==> src/rtl/pcs_pkg.sv <==
// Shared constants for the program counter update unit.
// Assumes the change code is 3 bits wide; codes 6 and 7 are unassigned.
package pcs_pkg;
    localparam int unsigned CODE_W = 3;

    localparam logic [CODE_W-1:0] CHG_STEP   = 3'd0;
    localparam logic [CODE_W-1:0] CHG_ABS    = 3'd1;
    localparam logic [CODE_W-1:0] CHG_REL_HI = 3'd2;
    localparam logic [CODE_W-1:0] CHG_REL_LO = 3'd3;
    localparam logic [CODE_W-1:0] CHG_STACK  = 3'd4;
    localparam logic [CODE_W-1:0] CHG_ENTRY  = 3'd5;
endpackage

==> src/rtl/pcs_update_gate.sv <==
// Update gate: decides on which clock edge the program counter may move.
// Assumes phases count 0..PHASES-1 and that the last phase is PHASES-1.
module pcs_update_gate #(
    parameter int unsigned PHASES = 4,
    localparam int unsigned PH_W  = $clog2(PHASES)
) (
    input  logic [PH_W-1:0] phase_i,
    input  logic            last_cycle_i,
    output logic            upd_o
);
    localparam logic [PH_W-1:0] LAST_PH = PH_W'(PHASES - 1);

    // Enable only on the final phase of the final instruction cycle.
    always_comb begin
        upd_o = last_cycle_i && (phase_i == LAST_PH);
    end
endmodule

==> src/rtl/pcs_next_calc.sv <==
// Next-address calculator: forms the sequential address and selects the
// candidate next counter value from the change code.
// Assumes PC_W == 2*PARM_W (the absolute target is the two parameter bytes)
// and PC_W > PARM_W and PC_W > LEN_W.
module pcs_next_calc
    import pcs_pkg::*;
#(
    parameter int unsigned PC_W   = 16,
    parameter int unsigned PARM_W = 8,
    parameter int unsigned LEN_W  = 2
) (
    input  logic [PC_W-1:0]   pc_i,
    input  logic [CODE_W-1:0] code_i,
    input  logic [LEN_W-1:0]  len_i,
    input  logic [PARM_W-1:0] parm_hi_i,
    input  logic [PARM_W-1:0] parm_lo_i,
    input  logic [PC_W-1:0]   stack_i,
    input  logic [PC_W-1:0]   entry_i,
    output logic [PC_W-1:0]   seq_o,
    output logic [PC_W-1:0]   nxt_o
);
    localparam int unsigned N_REL = 2;
    localparam int unsigned EXT_W = PC_W - PARM_W;

    logic [PARM_W-1:0] rel_src [N_REL];
    logic [PC_W-1:0]   rel_off [N_REL];
    logic [PC_W-1:0]   rel_tgt [N_REL];
    logic [PC_W-1:0]   abs_tgt;

    assign rel_src[0] = parm_hi_i;
    assign rel_src[1] = parm_lo_i;

    // Sequential address: counter stepped past the fetched bytes.
    always_comb begin
        seq_o = pc_i + {{(PC_W-LEN_W){1'b0}}, len_i};
    end

    // One sign-extending displacement adder per parameter byte.
    for (genvar g = 0; g < N_REL; g++) begin : g_rel
        always_comb begin
            rel_off[g] = {{EXT_W{rel_src[g][PARM_W-1]}}, rel_src[g]};
            rel_tgt[g] = seq_o + rel_off[g];
        end
    end

    // Absolute target: first parameter byte is the upper half.
    always_comb begin
        abs_tgt = PC_W'({parm_hi_i, parm_lo_i});
    end

    // Select the candidate next value; unassigned codes fall back to a step.
    always_comb begin
        unique case (code_i)
            CHG_ABS:    nxt_o = abs_tgt;
            CHG_REL_HI: nxt_o = rel_tgt[0];
            CHG_REL_LO: nxt_o = rel_tgt[1];
            CHG_STACK:  nxt_o = stack_i;
            CHG_ENTRY:  nxt_o = entry_i;
            default:    nxt_o = seq_o;
        endcase
    end
endmodule

==> src/rtl/pcs_reg.sv <==
// Program counter register with synchronous active-low reset and a load
// enable. Assumes the reset value is zero.
module pcs_reg #(
    parameter int unsigned PC_W = 16
) (
    input  logic            clk,
    input  logic            rst_n,
    input  logic            en_i,
    input  logic [PC_W-1:0] d_i,
    output logic [PC_W-1:0] q_o
);
    // Hold the counter; clear on reset, load when enabled.
    always_ff @(posedge clk) begin
        if (!rst_n) begin
            q_o <= '0;
        end else if (en_i) begin
            q_o <= d_i;
        end
    end
endmodule

==> src/rtl/pc_steer_unit.sv <==
// Encoded program counter update unit (top).
// Moves the program counter once per instruction, on the last phase of the
// last cycle, along the path chosen by the change code. Also presents the
// sequential address for pushing on calls and interrupts.
// Assumes the change code and data inputs are stable during the update phase.
module pc_steer_unit
    import pcs_pkg::*;
#(
    parameter int unsigned PC_W   = 16,
    parameter int unsigned PARM_W = 8,
    parameter int unsigned LEN_W  = 2,
    parameter int unsigned PHASES = 4,
    localparam int unsigned PH_W  = $clog2(PHASES)
) (
    input  logic              clk,
    input  logic              rst_n,
    input  logic [PH_W-1:0]   phase,
    input  logic              last_cycle,
    input  logic [CODE_W-1:0] chg_code,
    input  logic [LEN_W-1:0]  fetch_len,
    input  logic [PARM_W-1:0] parm_hi,
    input  logic [PARM_W-1:0] parm_lo,
    input  logic [PC_W-1:0]   stack_pc,
    input  logic [PC_W-1:0]   entry_addr,
    output logic [PC_W-1:0]   pc,
    output logic [PC_W-1:0]   push_val
);
    logic            upd;
    logic [PC_W-1:0] seq_addr;
    logic [PC_W-1:0] nxt_addr;

    pcs_update_gate #(.PHASES(PHASES)) u_gate (
        .phase_i      (phase),
        .last_cycle_i (last_cycle),
        .upd_o        (upd)
    );

    pcs_next_calc #(.PC_W(PC_W), .PARM_W(PARM_W), .LEN_W(LEN_W)) u_calc (
        .pc_i      (pc),
        .code_i    (chg_code),
        .len_i     (fetch_len),
        .parm_hi_i (parm_hi),
        .parm_lo_i (parm_lo),
        .stack_i   (stack_pc),
        .entry_i   (entry_addr),
        .seq_o     (seq_addr),
        .nxt_o     (nxt_addr)
    );

    pcs_reg #(.PC_W(PC_W)) u_reg (
        .clk   (clk),
        .rst_n (rst_n),
        .en_i  (upd),
        .d_i   (nxt_addr),
        .q_o   (pc)
    );

    // The pushed return address is the next sequential instruction.
    always_comb begin
        push_val = seq_addr;
    end
endmodule

==> config.mk <==
export PLATFORM = sky130hd
export DESIGN_NAME = pc_steer_unit
export DESIGN_NICKNAME = d
export VERILOG_FILES = /design/src/rtl/pcs_pkg.sv /design/src/rtl/pcs_update_gate.sv /design/src/rtl/pcs_next_calc.sv /design/src/rtl/pcs_reg.sv /design/src/rtl/pc_steer_unit.sv
export SDC_FILE = /design/constraint.sdc
export NUM_CORES = 1
export LEC_CHECK = 0
export CAP_MARGIN = 5
export CELL_PAD_IN_SITES_DETAIL_PLACEMENT = 1
export CELL_PAD_IN_SITES_GLOBAL_PLACEMENT = 1
export CORE_ASPECT_RATIO = 0.7
export CORE_MARGIN = 4
export CORE_UTILIZATION = 36
export CTS_BUF_LIST = sky130_fd_sc_hd__clkbuf_4 sky130_fd_sc_hd__clkbuf_8 sky130_fd_sc_hd__clkbuf_16
export DETAILED_ROUTE_END_ITERATION = 10
export GPL_TIMING_DRIVEN = 0
export PLACE_DENSITY = 0.86
export SLEW_MARGIN = 15
export SYNTH_ARGS = -nofsm -noshare
export SYNTH_HDL_FRONTEND = slang
export SYNTH_HIERARCHICAL = 1
export SYNTH_SLANG_ARGS = --single-unit
==> constraint.sdc <==
create_clock -name clk -period 6.1 [get_ports clk]
set_clock_uncertainty 0.15 [all_clocks]
set_input_delay 0.915 -clock clk [delete_from_list [all_inputs] [get_ports clk]]
set_output_delay 0.915 -clock clk [all_outputs]
set_load 0.03 [all_outputs]
## After elaboration in Yosys (flattened, before gate mapping)

Cells that the tools add are included.

| operators by class | value |
|---|---|
| add/sub/neg operators | 3 |
| equality and inequality tests | 6 |
| multiplexer cells | 1 |
| reductions and logical operators | 1 |

Operators by type and width:

| kind | count |
|---|---|
| 16-bit one-hot mux with 5 select lines | 1 |
| 16-bit adder | 2 |
| 16-bit by 2-bit adder with 16-bit output | 1 |
| 3-bit by 2-bit == test with 1-bit output (second input constant) | 2 |
| 3-bit == test (second input constant) | 2 |
| 3-bit by 1-bit == test with 1-bit output (second input constant) | 1 |
| 2-bit == test (second input constant) | 1 |
| 1-bit logical AND | 1 |

| word-level totals | value |
|---|---|
| bits in registers | 16 |
| input bits | 58 |
| output and inout port bits | 32 |

## Depth between registers and ports, before layout

| logic depth | value |
|---|---|
| word-level depth | 3 |
| depth in mapped cells | 16 |

## Hierarchy

The synthesis kept the hierarchy.

By module, submodules not included:

| module | instances | cells each | area an instance (µm²) |
|---|---|---|---|
| pcs_next_calc | 1 | 298 | 2028.2 |
| pcs_reg | 1 | 51 | 615.6 |
| pcs_update_gate | 1 | 1 | 6.3 |

## Worst setup path after synthesis

No wires, ideal clock.

| timing | value |
|---|---|
| path kind | input port to flip-flop |
| start point | in fetch_len[0] |
| end point | reg u_reg.q_o[10] |
| data arrival time | 4092 ps |
| required time | 5833 ps |
| slack | 1742 ps |
| stages | 13 |
| path through | ha_1 > inv_1 > fa_1 > xnor2_1 > ha_1 > nor2b_1 > o31a_2 > o41a_2 > o2111ai_1 > nor3b_1 > o31ai_1 > mux2i_1 > nor2b_1 |

| on the way | value |
|---|---|
| cells in the longest elaborated chain, start to end | 3 |
| elaborated cells on any way between the ends | 4 |
| those cells by class | add/sub (3); mux (1) |

RTL lines:

| element | RTL line | source |
|---|---|---|
| start: declaration | pc_steer_unit.sv:20 | `input logic [LEN_W-1:0] fetch_len,` |
| 16-bit by 2-bit adder with 16-bit output * | pcs_next_calc.sv:35 | `seq_o = pc_i + {{(PC_W-LEN_W){1'b0}}, len_i};` |
| via push_val[2] | pc_steer_unit.sv:26 | `output logic [PC_W-1:0] push_val` |
| 16-bit adder | pcs_next_calc.sv:42 | `rel_tgt[g] = seq_o + rel_off[g];` |
| 16-bit one-hot mux with 5 select lines * | pcs_next_calc.sv:53 | `unique case (code_i)` |
| via nxt_addr[10] | pc_steer_unit.sv:30 | `logic [PC_W-1:0] nxt_addr;` |
| end signal: assignment | pcs_reg.sv:17 | `q_o <= d_i;` |
| end: declaration | pcs_reg.sv:10 | `output logic [PC_W-1:0] q_o` |

The timed path passes the listed nets; every way through them passes the cells marked *.
A chain may end at the register's enable or synchronous reset.

## Final worst setup path

| timing | value |
|---|---|
| start point | in fetch_len[0] |
| end point | reg u_reg.q_o[13] |

| on the way | value |
|---|---|
| cells in the longest elaborated chain, start to end | 3 |
| elaborated cells on any way between the ends | 4 |
| those cells by class | add/sub (3); mux (1) |

RTL lines:

| element | RTL line |
|---|---|
| 16-bit by 2-bit adder with 16-bit output * | pcs_next_calc.sv:35 |
| 16-bit adder | pcs_next_calc.sv:42 |
| 16-bit one-hot mux with 5 select lines * | pcs_next_calc.sv:53 |
| via nxt_addr[13] | pc_steer_unit.sv:30 |

Marks and branches as above.

==> summary.txt <==
Routing
  – Initial DRT Pass Iterations: 5
  – Detail Route Antenna Nets: 0
  – DR vias/cell: between 5 and 6
  – Wirelength per Cell: 19.58 µm
  – Drt total wl: about 10000 µm
  – Post-route DRC violation count: 0
  – DR vias: between 3k and 4k
  – Initial DRC count: 136

Worst setup path
  – WP data required: 6.08 ns
  – Critical Path Fanout Max: 6
  – WS Path Type: in2reg
  – CP Cell Sequence: clkdlybuf4s50_1, ha_1, inv_1, fa_1, nor3_1, xor2_1, ha_1, o21a_1, o211ai_1, o21ai_0, a21oi_1, a31oi_1, and3_1, mux2i_1, nor2b_1
  – WP data arrival: between 4 and 5 ns
  – Worst setup SP type: input port
  – CP most frequent cell: ha_1
  – Worst setup EP type: register
  – Critical path's largest stage delay: 0.48 ns
  – CP max-delay cell: fa_1

Die
  – I/O Pins: 90
  – Initial Util: 38.16%
  – Die Ht: roughly 80 µm
  – Die ar.: roughly 0.009 mm²
  – Core Box Area: around 0.007 mm²
  – Chip width: about 110 µm
  – Row count: 25

Finish
  – Final Core Density: a little over half
  – Antenna diodes: 0
  – Layout overhead on the synthesized area: 38.86%
  – Final nets: between 500 and 600
  – Share of cells above drive strength 1: 9.318%
  – Max reg flops: 16
  – Fillcell total: slightly below 900
  – Reg with most FFs: u_reg/q_o
  – Biggest regs: u_reg/q_o (16)

STA
  – Worst-margin pin slew: 0.5828 ns
  – Final setup violation count: 0
  – Final min period: about 4.8 ns
  – Max_slew headroom: roughly three fifths
  – RSZ-0062 raised after global routing: false
  – Max-slew violation count: 0
  – Final setup TNS: 0 ns
  – Final Hold Fails: 0
  – Max Freq: a little over 200 MHz
  – Tcrit/Tclk final: roughly four fifths

Synth
  – Post-synth ARST share: 0%
  – Cell with the most instances after synthesis: a21oi_1
  – FF+latch count, synth: 16
  – Synth unique cells: 66
  – YS warnings: 6
  – Syn_area_per_cell: about 7.6 µm²
  – Synthesized area: roughly 0.0027 mm²
  – Main flop type after synthesis: dfxtp_1
  – Sequential cell area fraction in the yosys report: 12.09%
  – Yosys top cell by area: dfxtp_1
  – Post-synthesis cell count: 350
  – Most frequent cells after synthesis: a21oi_1 (35), inv_1 (26), nand2_1 (23), mux2i_1 (20), nor2b_1 (20)
  – EDFF count, synth: 0
  – Dominant cells by area after synthesis: dfxtp_1 (12%), ha_1 (7.6%), mux2i_1 (7.6%), a21oi_1 (6.6%), mux2_2 (5.1%)
  – Syn Nets: 426
  – Top cell type's share of synthesized area: approximately 12%

Place
  – Detailed placer's ending HPWL: approximately 8800 µm
  – Port buffer count: slightly below 90
  – Placer congestion estimate: a little over 0.9

CTS
  – Clk root buf: clkbuf_8
  – Worst skew pair latency: between 0.2 and 0.25 ns
  – Clock sinks: 16
  – Setup Buffers After CTS: 0
  – CTS tree: yes
  – Reg clk slew, reported paths: 0.06 ns
  – Num CTS Buffers: 3
  – Post-CTS sizing: 0
  – # hold bufs at CTS: 0
  – Longest Clk Path Bufs: 2
  – CTS H-tree lvls: 1

Global routing
  – Initial antenna violation count: 0
  – Pin count of the biggest net entering global routing: 11
  – First-pass GRT wire length: 16860 µm
  – Total track usage: 23.45%
  – Grt total ovfl: 0
  – Vias in the first global route: ~3.1k

Hold path
  – Min-Delay Path Class: reg2reg

Power
  – Leakage: roughly 1.4 nW
  – Power Density: about 120 mW/mm²
  – Maximum VDD drop: 133.0 µV

Job
  – Max-Cap Viols: 0

Outcome
  – Status: completed
[cells by family (layout without fill, tap and decap cells)]
kind of cell               Yosys count  count (layout)  synth area share (%)
AOI/OAI and AO/OA                  108             108                 26.44
xor gates and xnor gates            15              15                 5.477
adders and majority gates           18              18                 9.065
buffers and inverters               44             134                 7.649
DFF                                 16              16                 12.09
muxes                               35              35                 14.87
and+or+nand+nor                    114             114                 24.41
[final timing paths]
| kind | startpoint | to | slack [ns] | cells after the start |
|---|---|---|---|---|
| worst min register to register | u_reg/q_o[0] | u_reg/q_o[0] | 0.41 | 2 |
| worst max-delay path | fetch_len[0] | u_reg/q_o[13] | 1.27 | 15 |
| worst max register to register | u_reg/q_o[0] | u_reg/q_o[13] | 2.04 | 14 |
| worst min-delay path | u_reg/q_o[0] | u_reg/q_o[0] | 0.41 | 2 |
[final cells by class]
type / count / area (µm²) / share of cell area, %
Multi-Input combinational cell: 290 / 2127 / 57.80
Timing Repair Buffer: 87 / 870.8 / 23.67
Tap cell: 94 / 117.6 / 3.196
Sequential cell: 16 / 320.3 / 8.705
Buffer: 18 / 105.1 / 2.856
Clock buffer: 3 / 41.29 / 1.122
Inverter: 26 / 97.59 / 2.652
[report_power, final]
part,switching (W),total (W),internal (W)
Clock,0.0000311,0.0000747,0.0000436
Sequential,0.00000751,0.000116,0.000109
Combinational,0.000136,0.000255,0.000119
Total,0.000175,0.000446,0.000271
[cells in the final DEF (no fill, tap or decap), types with 11 or more instances in the layout]
cell type         n
nor2_1           19
ha_1             16
nand2_1          23
a21oi_1          35
clkdlybuf4s50_1  87
xnor2_1          11
mux2i_1          20
dfxtp_1          16
inv_1            26
mux2_2           12
o21ai_0          17
nor2b_1          20
[metrics by stage]
stage          worst slack, ns  total power (W)  hold slack (ns)  cells  cell area [µm²]
2_1_floorplan            1.742        0.0002678           0.5055    350             2650
3_3_place_gp             1.229        0.0003627           0.3925    531             3638
3_5_place_dp             1.127        0.0003696           0.4067    531             3638
4_1_cts                  1.312        0.0004460           0.4180    534             3680
5_1_grt                  1.047        0.0004737           0.4655    534             3680
6_report                 1.274        0.0004460           0.4083    534             3680
[per-layer routing]
layer,vias to the layer above,global-route usage [%],share of wire (%)
li1,1474,-,-
met1,1411,35.36,52
met2,120,36.56,41
met3,6,3.182,5.9
met4,0,2.091,0.53
met5,-,0,0
[worst max-delay path: cells and delay by family]
family                   cells  cell delay [ns]
XOR/XNOR                     1             0.37
buffers and inverters        2             0.53
AND/OR/NAND/NOR              3             0.62
multiplexers                 1             0.16
adder cells (fa/ha/maj)      3             1.03
AO/OA/AOI/OAI                5             1.17
No activity file was read; power rests on OpenSTA's default activity.
